File: src/rtl/trs_pkg.sv
package trs_pkg;

   // Scan sequencer states
   typedef enum logic [2:0] {
      ST_IDLE   = 3'd0,
      ST_LOAD_Q = 3'd1,   // launch division for run count
      ST_RUN_Q  = 3'd2,
      ST_LOAD_F = 3'd3,   // launch division for candidate frequency
      ST_RUN_F  = 3'd4,
      ST_JUDGE  = 3'd5,   // compare candidate against best
      ST_FINISH = 3'd6
   } trs_state_e;

endpackage

File: src/rtl/trs_divider.sv
module trs_divider #(
   parameter int W = 32
) (
   input  logic         clk,
   input  logic         rst_n,
   input  logic         go,
   input  logic [W-1:0] num,
   input  logic [W-1:0] den,
   output logic [W-1:0] quo,
   output logic         done_p
);
   localparam int CW = $clog2(W + 1);

   if (W < 2) begin : g_bad_width
      $error("trs_divider: W must be at least 2");
   end

   logic [W-1:0]  rem_q, quo_q, den_q;
   logic [CW-1:0] left_q;
   logic [W:0]    trial;

   // shifted partial remainder minus divisor; bit W set means negative
   always_comb trial = {rem_q, quo_q[W-1]} - {1'b0, den_q};

   always_ff @(posedge clk or negedge rst_n) begin
      if (!rst_n) begin
         rem_q  <= '0;
         quo_q  <= '0;
         den_q  <= '0;
         left_q <= '0;
         done_p <= 1'b0;
      end else begin
         done_p <= 1'b0;
         if (go) begin
            rem_q  <= '0;
            quo_q  <= num;
            den_q  <= den;
            left_q <= CW'(W);
         end else if (left_q != '0) begin
            if (!trial[W]) begin
               rem_q <= trial[W-1:0];
               quo_q <= {quo_q[W-2:0], 1'b1};
            end else begin
               rem_q <= {rem_q[W-2:0], quo_q[W-1]};
               quo_q <= {quo_q[W-2:0], 1'b0};
            end
            left_q <= left_q - 1'b1;
            if (left_q == CW'(1)) done_p <= 1'b1;
         end
      end
   end

   assign quo = quo_q;

   // a finished division leaves a remainder below the divisor
   assert_rem_bound_R3: assert property (@(posedge clk) disable iff (!rst_n)
      done_p |-> (rem_q < den_q));

endmodule

File: src/rtl/trs_nearest.sv
module trs_nearest #(
   parameter int W            = 32,
   parameter bit TIE_TO_LATER = 1'b1
) (
   input  logic [W-1:0] goal,
   input  logic [W-1:0] cand,
   input  logic [W-1:0] best,
   output logic         take
);
   logic [W-1:0] err_cand, err_best;

   always_comb begin
      err_cand = (cand >= goal) ? (cand - goal) : (goal - cand);
      err_best = (best >= goal) ? (best - goal) : (goal - best);
   end

   // variant: on equal error the later (shorter) candidate wins, or the earlier one stays
   if (TIE_TO_LATER) begin : g_tie_later
      assign take = (err_cand <= err_best);
   end else begin : g_tie_earlier
      assign take = (err_cand < err_best);
   end

endmodule

File: src/rtl/throttle_ratio_search.sv
module throttle_ratio_search
   import trs_pkg::*;
#(
   parameter int DATA_W       = 32,
   parameter int CNT_W        = 8,
   parameter int TOTAL_CAP    = 255,
   parameter bit TIE_TO_LATER = 1'b1
) (
   input  logic              clk,
   input  logic              rst_n,
   input  logic              start,
   input  logic [DATA_W-1:0] target_freq,
   input  logic [DATA_W-1:0] full_freq,
   input  logic [CNT_W-1:0]  max_total,
   output logic              busy,
   output logic              done,
   output logic [CNT_W-1:0]  on_count,
   output logic [CNT_W-1:0]  off_count,
   output logic [DATA_W-1:0] eff_freq,
   output logic              zero_full_err
);
   localparam logic [CNT_W-1:0] CAP_V = CNT_W'(TOTAL_CAP);

   if (CNT_W > DATA_W) begin : g_bad_cnt
      $error("throttle_ratio_search: CNT_W exceeds DATA_W");
   end
   if (TOTAL_CAP < 1 || TOTAL_CAP > (2 ** CNT_W) - 1) begin : g_bad_cap
      $error("throttle_ratio_search: TOTAL_CAP out of range");
   end

   trs_state_e        state;
   logic [DATA_W-1:0] tgt_q, fs_q, cand_q, best_f;
   logic [CNT_W-1:0]  idx_q, max_q, run_c_q, best_run, best_susp;
   logic              err_q;
   logic [CNT_W-1:0]  lim;

   logic              div_go, div_done;
   logic [DATA_W-1:0] div_num, div_den, div_quo;
   logic              take;

   always_comb lim = (max_total > CAP_V) ? CAP_V : max_total;

   // operand selection for the shared divider
   always_comb begin
      div_go  = (state == ST_LOAD_Q) || (state == ST_LOAD_F);
      if (state == ST_LOAD_Q) begin
         div_num = tgt_q * DATA_W'(idx_q);
         div_den = fs_q;
      end else begin
         div_num = fs_q * DATA_W'(run_c_q);
         div_den = DATA_W'(idx_q);
      end
   end

   trs_divider #(.W(DATA_W)) u_div (
      .clk    (clk),
      .rst_n  (rst_n),
      .go     (div_go),
      .num    (div_num),
      .den    (div_den),
      .quo    (div_quo),
      .done_p (div_done)
   );

   trs_nearest #(.W(DATA_W), .TIE_TO_LATER(TIE_TO_LATER)) u_near (
      .goal (tgt_q),
      .cand (cand_q),
      .best (best_f),
      .take (take)
   );

   always_ff @(posedge clk or negedge rst_n) begin
      if (!rst_n) begin
         state     <= ST_IDLE;
         tgt_q     <= '0;
         fs_q      <= '0;
         cand_q    <= '0;
         best_f    <= '0;
         idx_q     <= '0;
         max_q     <= '0;
         run_c_q   <= '0;
         best_run  <= '0;
         best_susp <= '0;
         err_q     <= 1'b0;
      end else begin
         unique case (state)
            ST_IDLE: begin
               if (start) begin
                  tgt_q     <= target_freq;
                  fs_q      <= full_freq;
                  max_q     <= lim;
                  idx_q     <= lim;
                  best_f    <= full_freq;
                  best_run  <= CNT_W'(1);
                  best_susp <= '0;
                  err_q     <= (full_freq == '0);
                  if (full_freq == '0 || lim == '0) state <= ST_FINISH;
                  else                              state <= ST_LOAD_Q;
               end
            end
            ST_LOAD_Q: state <= ST_RUN_Q;
            ST_RUN_Q: begin
               if (div_done) begin
                  run_c_q <= div_quo[CNT_W-1:0];
                  state   <= ST_LOAD_F;
               end
            end
            ST_LOAD_F: state <= ST_RUN_F;
            ST_RUN_F: begin
               if (div_done) begin
                  cand_q <= div_quo;
                  state  <= ST_JUDGE;
               end
            end
            ST_JUDGE: begin
               if (take) begin
                  best_f    <= cand_q;
                  best_run  <= run_c_q;
                  best_susp <= idx_q - run_c_q;
               end
               if (idx_q == CNT_W'(1)) state <= ST_FINISH;
               else begin
                  idx_q <= idx_q - 1'b1;
                  state <= ST_LOAD_Q;
               end
            end
            ST_FINISH: state <= ST_IDLE;
            default:   state <= ST_IDLE;
         endcase
      end
   end

   assign busy          = (state != ST_IDLE);
   assign done          = (state == ST_FINISH);
   assign on_count      = best_susp;
   assign off_count     = best_run;
   assign eff_freq      = best_f;
   assign zero_full_err = err_q;

   assert_done_single_R7: assert property (@(posedge clk) disable iff (!rst_n)
      done |=> !done);

   assert_hold_while_busy_R8: assert property (@(posedge clk) disable iff (!rst_n)
      busy |=> ($stable(tgt_q) && $stable(fs_q) && $stable(max_q)));

   assert_zero_full_seed_R9: assert property (@(posedge clk) disable iff (!rst_n)
      (done && zero_full_err) |-> (on_count == '0 && off_count == CNT_W'(1) && eff_freq == '0));

   assert_total_fits_R3: assert property (@(posedge clk) disable iff (!rst_n)
      (done && !zero_full_err && max_q != '0) |-> (CNT_W'(on_count + off_count) <= max_q));

endmodule

File: config.mk
export PLATFORM = sky130hd
export DESIGN_NAME = throttle_ratio_search
export DESIGN_NICKNAME = d
export VERILOG_FILES = /design/src/rtl/trs_pkg.sv /design/src/rtl/trs_divider.sv /design/src/rtl/trs_nearest.sv /design/src/rtl/throttle_ratio_search.sv
export SDC_FILE = /design/constraint.sdc
export NUM_CORES = 2
export LEC_CHECK = 0
export CORE_ASPECT_RATIO = 0.75
export CORE_MARGIN = 2
export CORE_UTILIZATION = 35
export CTS_CLUSTER_DIAMETER = 60
export DETAILED_ROUTE_END_ITERATION = 7
export DONT_BUFFER_PORTS = 1
export PLACE_DENSITY = 0.49
export SLEW_MARGIN = 20
export SYNTH_ARGS = -nofsm -noshare
export SYNTH_HDL_FRONTEND = slang
export SYNTH_HIERARCHICAL = 1
export SYNTH_SLANG_ARGS = --single-unit
export TNS_END_PERCENT = 30
File: constraint.sdc
create_clock -name clk -period 7.4 [get_ports clk]
set_input_delay 0.74 -clock clk [delete_from_list [all_inputs] [get_ports clk]]
set_output_delay 0.74 -clock clk [all_outputs]
set_load 0.02 [all_outputs]
# After elaboration in Yosys (flattened, before gate mapping)
# Cells that the tools add are included.
# word_totals
reg_bits	267
output_inout_bits	51
word_cells	91
# op_classes
n_addsub	8
multipliers	2
magnitude_cmp	4
n_eq_ne	13
mux	34
reduce_logical	15
# op_table
op	n
$mux W32	11
$sub A32 B32 Y32	4
$ge A32 B32 Y1	2
$mul A32 B8 Y32	2
$pmux W32 S2	1
$mux W8	7
$pmux W8 S2	3
$sub A33 B32 Y33	1
$le A32 B32 Y1	1
$logic_not A32 Y1	1
$pmux W3 S6	1
$mux W3	5
$mux W6	2
$eq A3 B3 Y1 const B	3
$reduce_and A3 Y1	3
$eq A8 B1 Y1 const B	1
$gt A8 B8 Y1 const B	1
$logic_not A8 Y1	1
$sub A8 B1 Y8 const B	1
$sub A8 B8 Y8	1
$eq A3 B2 Y1 const B	2
$eq A6 B1 Y1 const B	1
$ne A2 B2 Y1 const B	3
$reduce_and A2 Y1	3
other kinds (9)	15

# Logic depth before layout (Yosys ltp)
# logic_depth
word_depth	7
depth_mapped	31
depth_no_buf	27

# Cells and area by module
# The synthesis kept the hierarchy.
# by_module_without_submodules
module	n_inst	cells_per_inst	area_each_um2	seq_area_each_um2
throttle_ratio_search	1	2386	20975.1	4103.9
trs_nearest	1	1101	7649.8	0.0
trs_divider	1	754	6496.2	2577.5

# Worst setup path before layout
# Ideal clock, no wire load.
# synth_path
kind	register to register
startpoint	reg idx_q[7]
endpoint	reg u_div.quo_q[30] (netlist: u_div/quo[30])
setup_ns	0.134
arrival_ns	5.458
required_ns	7.266
path_slack_ns	1.809
path_stages_with_launch	22
path_buffers	2
cell_sequence	dfrtp_1 -> clkbuf_1 -> clkbuf_1 -> and2_1 -> fa_1 -> fa_1 -> fa_1 -> inv_1 -> fa_1 -> inv_1 -> ha_1 -> a2111oi_4 -> o21ai_2 -> a221oi_4 -> o211ai_2 -> a211o_1 -> a21o_1 -> a41oi_2 -> mux2i_1 -> o22ai_1 -> nand2_1 -> o21ai_0
# synth_between
elab_chain_len	3
# synth_lines
item	line	rtl
from (decl)	throttle_ratio_search.sv:33	logic [CNT_W-1:0] idx_q, max_q, run_c_q, best_run, best_susp;
from (signal assigned)	throttle_ratio_search.sv:92	idx_q <= lim;
from (signal assigned)	throttle_ratio_search.sv:123	idx_q <= idx_q - 1'b1;
$mul A32 B8 Y32	throttle_ratio_search.sv:47	div_num = tgt_q * DATA_W'(idx_q);
$mux W32	throttle_ratio_search.sv:46	if (state == ST_LOAD_Q) begin
net div_num[30]	throttle_ratio_search.sv:38	logic [DATA_W-1:0] div_num, div_den, div_quo;
$mux W32	trs_divider.sv:34	if (go) begin
to (signal assigned)	trs_divider.sv:36	quo_q <= num;
to (signal assigned)	trs_divider.sv:42	quo_q <= {quo_q[W-2:0], 1'b1};
to (signal assigned)	trs_divider.sv:45	quo_q <= {quo_q[W-2:0], 1'b0};
to (decl)	trs_divider.sv:18	logic [W-1:0] rem_q, quo_q, den_q;
# The timed path passes the listed nets, and every way through them passes these cells.
# A chain may end at the register's enable or synchronous reset.

# Worst setup path after layout
# layout_path
startpoint	reg best_f[0] (netlist: eff_freq[0])
endpoint	reg best_run[5] (netlist: off_count[5])
# layout_between
elab_chain_len	5
# layout_lines
item	line	rtl
from (decl)	throttle_ratio_search.sv:32	logic [DATA_W-1:0] tgt_q, fs_q, cand_q, best_f;
from (signal assigned)	throttle_ratio_search.sv:93	best_f <= full_freq;
from (signal assigned)	throttle_ratio_search.sv:117	best_f <= cand_q;
$sub A32 B32 Y32 / $ge A32 B32 Y1 (equally long branches)	trs_nearest.sv:14	err_best = (best >= goal) ? (best - goal) : (goal - best);
$mux W32 *	trs_nearest.sv:14	
$le A32 B32 Y1 *	trs_nearest.sv:19	assign take = (err_cand <= err_best);
net take	throttle_ratio_search.sv:39	logic take;
$ne A2 B2 Y1 (no source line) *	n/a	
$reduce_and A3 Y1 (no source line) *	n/a	
to (signal assigned)	throttle_ratio_search.sv:118	best_run <= run_c_q;
to (decl)	throttle_ratio_search.sv:33	
# Mark *: on every way through the listed nets, which the timed path passes. The rest lies on a longest branch.

==> flow_summary.yaml <==
global_route:
  grt_overflow: 0
  grt_max_degree: 268
  antenna_found_initial: 4
  grtUsageTotal: 0.243
  grt_pass1_wl_um: 190000
  grt_pass1_vias: 28400
clock_network:
  cts_tree: "yes"
  clk_pin_slew_worst_paths_ps: 60
  clk_latency_ps: 610
  cts.sinks: 267
  cts-resized-gates: 0
  cts_buffers: 40
  htree_levels: 2
  cts-root-buf: "clkbuf_16"
  clock_path_buffers: 3
route:
  ant_nets: 0
  drt-initial-drc-count: 2679
  post_drt_via_cell_ratio: 5.35
  totalWireLength_um: 124000
  wl_per_cell_um: 22.6
  drc: 0
  firstDrtPassIters: 6
  vias: 29400
synth:
  synth_simple_gate_area_frac: 0.202
  synthMuxAreaShare: 0.0384
  synth_async_sr_flop_share: 1.00
  synth_compound_area_frac: 0.167
  synthesis.instances: 4241
  synthXorXnorAreaFrac: 0.0384
  syn_nets: 4916
  synth_top_family_by_area: "adder cells"
  synth-warning-count: 6
  synth_area_sq_mm: 0.0351
  avgSynthCellArea_sq_um: 8.28
  yosys.area_share.adder: 0.282
  yosysSeqAreaShare: 0.190
  ys.flop_type: "dfrtp_1"
  synth_seq_cells: 267
  synth_edf_count: 0
  ys_types: 101
worst_setup_path:
  arrival_ps: 7260
  ff2ff_setup_slack_ps: 580
  crit_path_start_kind: "flop"
  cp_max_fo: 57
  cp.required_ps: 7840
  crit_type: "reg2reg"
  worst_setup_path_end_kind: "flop"
placement:
  portBuffers: 0
  gp_congestion: 0.913
  dpl.hpwl_um: 97800
  place_inst: 5423
  place_ws_ps: 916
die:
  initial_core_util: 0.354
  coreArea_sq_mm: 0.0993
  fp.dieH_um: 278
  rows: 100
  fp.dieW_um: 370
  num_io_pins: 126
  die-area_sq_mm: 0.103
final_layout:
  drive_above_1_share: 0.0621
  fin_nets: 4817
  fin_util: 0.382
  area_growth_pct: 8.10
  finalNonFillerCells: 5499
sta:
  max_freq_ghz: 0.147
  rsz0062_at_grt: "false"
  setup_slack_ps: 579
  slew_headroom: 0.264
  clock_skew_ps: 47.4
  slew_violations: 0
  tightestPinTransition_ps: 1100
  setup_viol: 0
  finalSetupTns_ps: 0
  fin_crit_sh: 0.922
  min_period_ps: 6820
  finalHoldViolations: 0
run:
  cap_violations: 0
hold_path:
  hp-class: "in2async"
outcome:
  status: "complete, no violations"
## worst paths after layout
kind	from	endpoint	cells after the start
worst max-delay path	eff_freq[0]	off_count[5]	26
worst min-delay path	rst_n	u_div/rem_q[31]	1
worst max register to register	eff_freq[0]	off_count[5]	26
worst min register to register	fs_q[31]	fs_q[31]	2
max in group asynchronous	rst_n	eff_freq[5]	3
min in group clk	target_freq[4]	tgt_q[4]	2
## metrics by stage
step	hold WS (ps)	cell area, sq um
2_1_floorplan	444	35100
3_3_place_gp	463	36400
3_5_place_dp	464	36400
4_1_cts	207	37900
5_1_grt	3.05	38000
6_report	11.6	38000
## worst max-delay path, cell delays in order, from the launching register on
cell and delay [ps]:
dfrtp_1 500, inv_1 100, ha_1 160, inv_1 50, fa_1 400, nand2_1 100, a21oi_1 130, o21ai_0 770
a41oi_2 400, o31ai_4 280, buf_4 360, mux2i_1 270, ha_1 270, nor2b_1 130, o21ai_0 140, nand2b_1 80
a21oi_1 250, nor2_1 70, a211oi_1 380, o221ai_1 430, a221oi_1 400, a22o_1 230, and3_1 240, nor2_4 80
buf_12 190, nand2_1 100, o21ai_0 70
## layer usage
layer  GRT usage  vias to the layer above  part of all wire
met1       0.392                    14600              0.52
met2       0.328                      850              0.40
li1            -                    13800                 -
met4      0.0320                        0             0.011
met3      0.0550                       76             0.076
met5           0                        -                 0
## flip-flops by register name, summed over array words and instances, names as in the netlist
name	cells
u_div/rem_q	32
u_div/done_p	1
zero_full_err	1
fs_q	32
idx_q	8
off_count	8
tgt_q	32
u_div/den_q	32
on_count	8
cand_q	32
eff_freq	32
u_div/left_q	6
u_div/quo	32
run_c_q	8
state	3
## logic make-up after synthesis
kind of cell    Yosys count
buf+inv                 734
compound gates          904
simple gates           1454
flops                   267
mux                     129
xor+xnor                153
fa+ha+maj               600
## placed cells by master, fill, tap and decap left out, types with 8 or more instances in the layout
master / instances
nor2_1: 158
o21ai_0: 241
a311oi_1: 20
nand2b_1: 25
mux2_2: 42
clkbuf_16: 42
and3_1: 23
o31ai_1: 19
o21a_1: 23
o21bai_1: 23
fa_1: 318
nand4_1: 33
or2_2: 8
inv_1: 518
nand2_1: 630
mux2i_1: 86
nor3_1: 33
dfrtp_1: 266
a211oi_1: 34
o21ai_1: 14
o211ai_1: 26
and2_1: 384
ha_1: 282
a21o_1: 98
a21oi_1: 246
a221oi_1: 10
nor2b_1: 27
buf_4: 69
a31oi_1: 24
nand3b_1: 9
xnor2_1: 99
nand3_1: 56
or3_1: 12
xor2_1: 52
nor4_1: 19
## cell usage after synthesis (34+ instances only)
cell type / number / share of area
clkbuf_1: 144 / 0.015
xor2_1: 53 / 0.013
buf_2: 39 / 0.0056
o21ai_0: 241 / 0.034
dfrtp_1: 267 / 0.19
nand3_1: 56 / 0.0080
fa_1: 318 / 0.18
ha_1: 282 / 0.10
inv_1: 518 / 0.055
nor2_1: 160 / 0.017
and2_1: 386 / 0.069
nand2_1: 631 / 0.067
nor3_1: 34 / 0.0048
mux2_2: 42 / 0.013
a211oi_1: 34 / 0.0073
a21o_1: 98 / 0.021
xnor2_1: 99 / 0.025
a21oi_1: 246 / 0.035
mux2i_1: 86 / 0.025
## cell type report
| cell class | instances | area [sq um] |
|---|---|---|
| Sequential cell | 267 | 6680 |
| Inverter | 519 | 1950 |
| Antenna cell | 1 | 2.50 |
| Timing Repair Buffer | 74 | 641 |
| Clock inverter | 25 | 340 |
| Multi-Input combinational cell | 3240 | 25600 |
| Fill cell | 10500 | 61400 |
| Clock buffer | 47 | 1100 |
| Tap cell | 1326 | 1660 |
## repair_timing
action | CTS | global route
hold buffers | 1 | 0
setup buffers | 0 | 0
endpoints found under the hold margin | 267 | 0
Power is left out: the tool's default activity adds up to more than one toggle a clock period on the data nets, which glitch-free logic cannot reach.
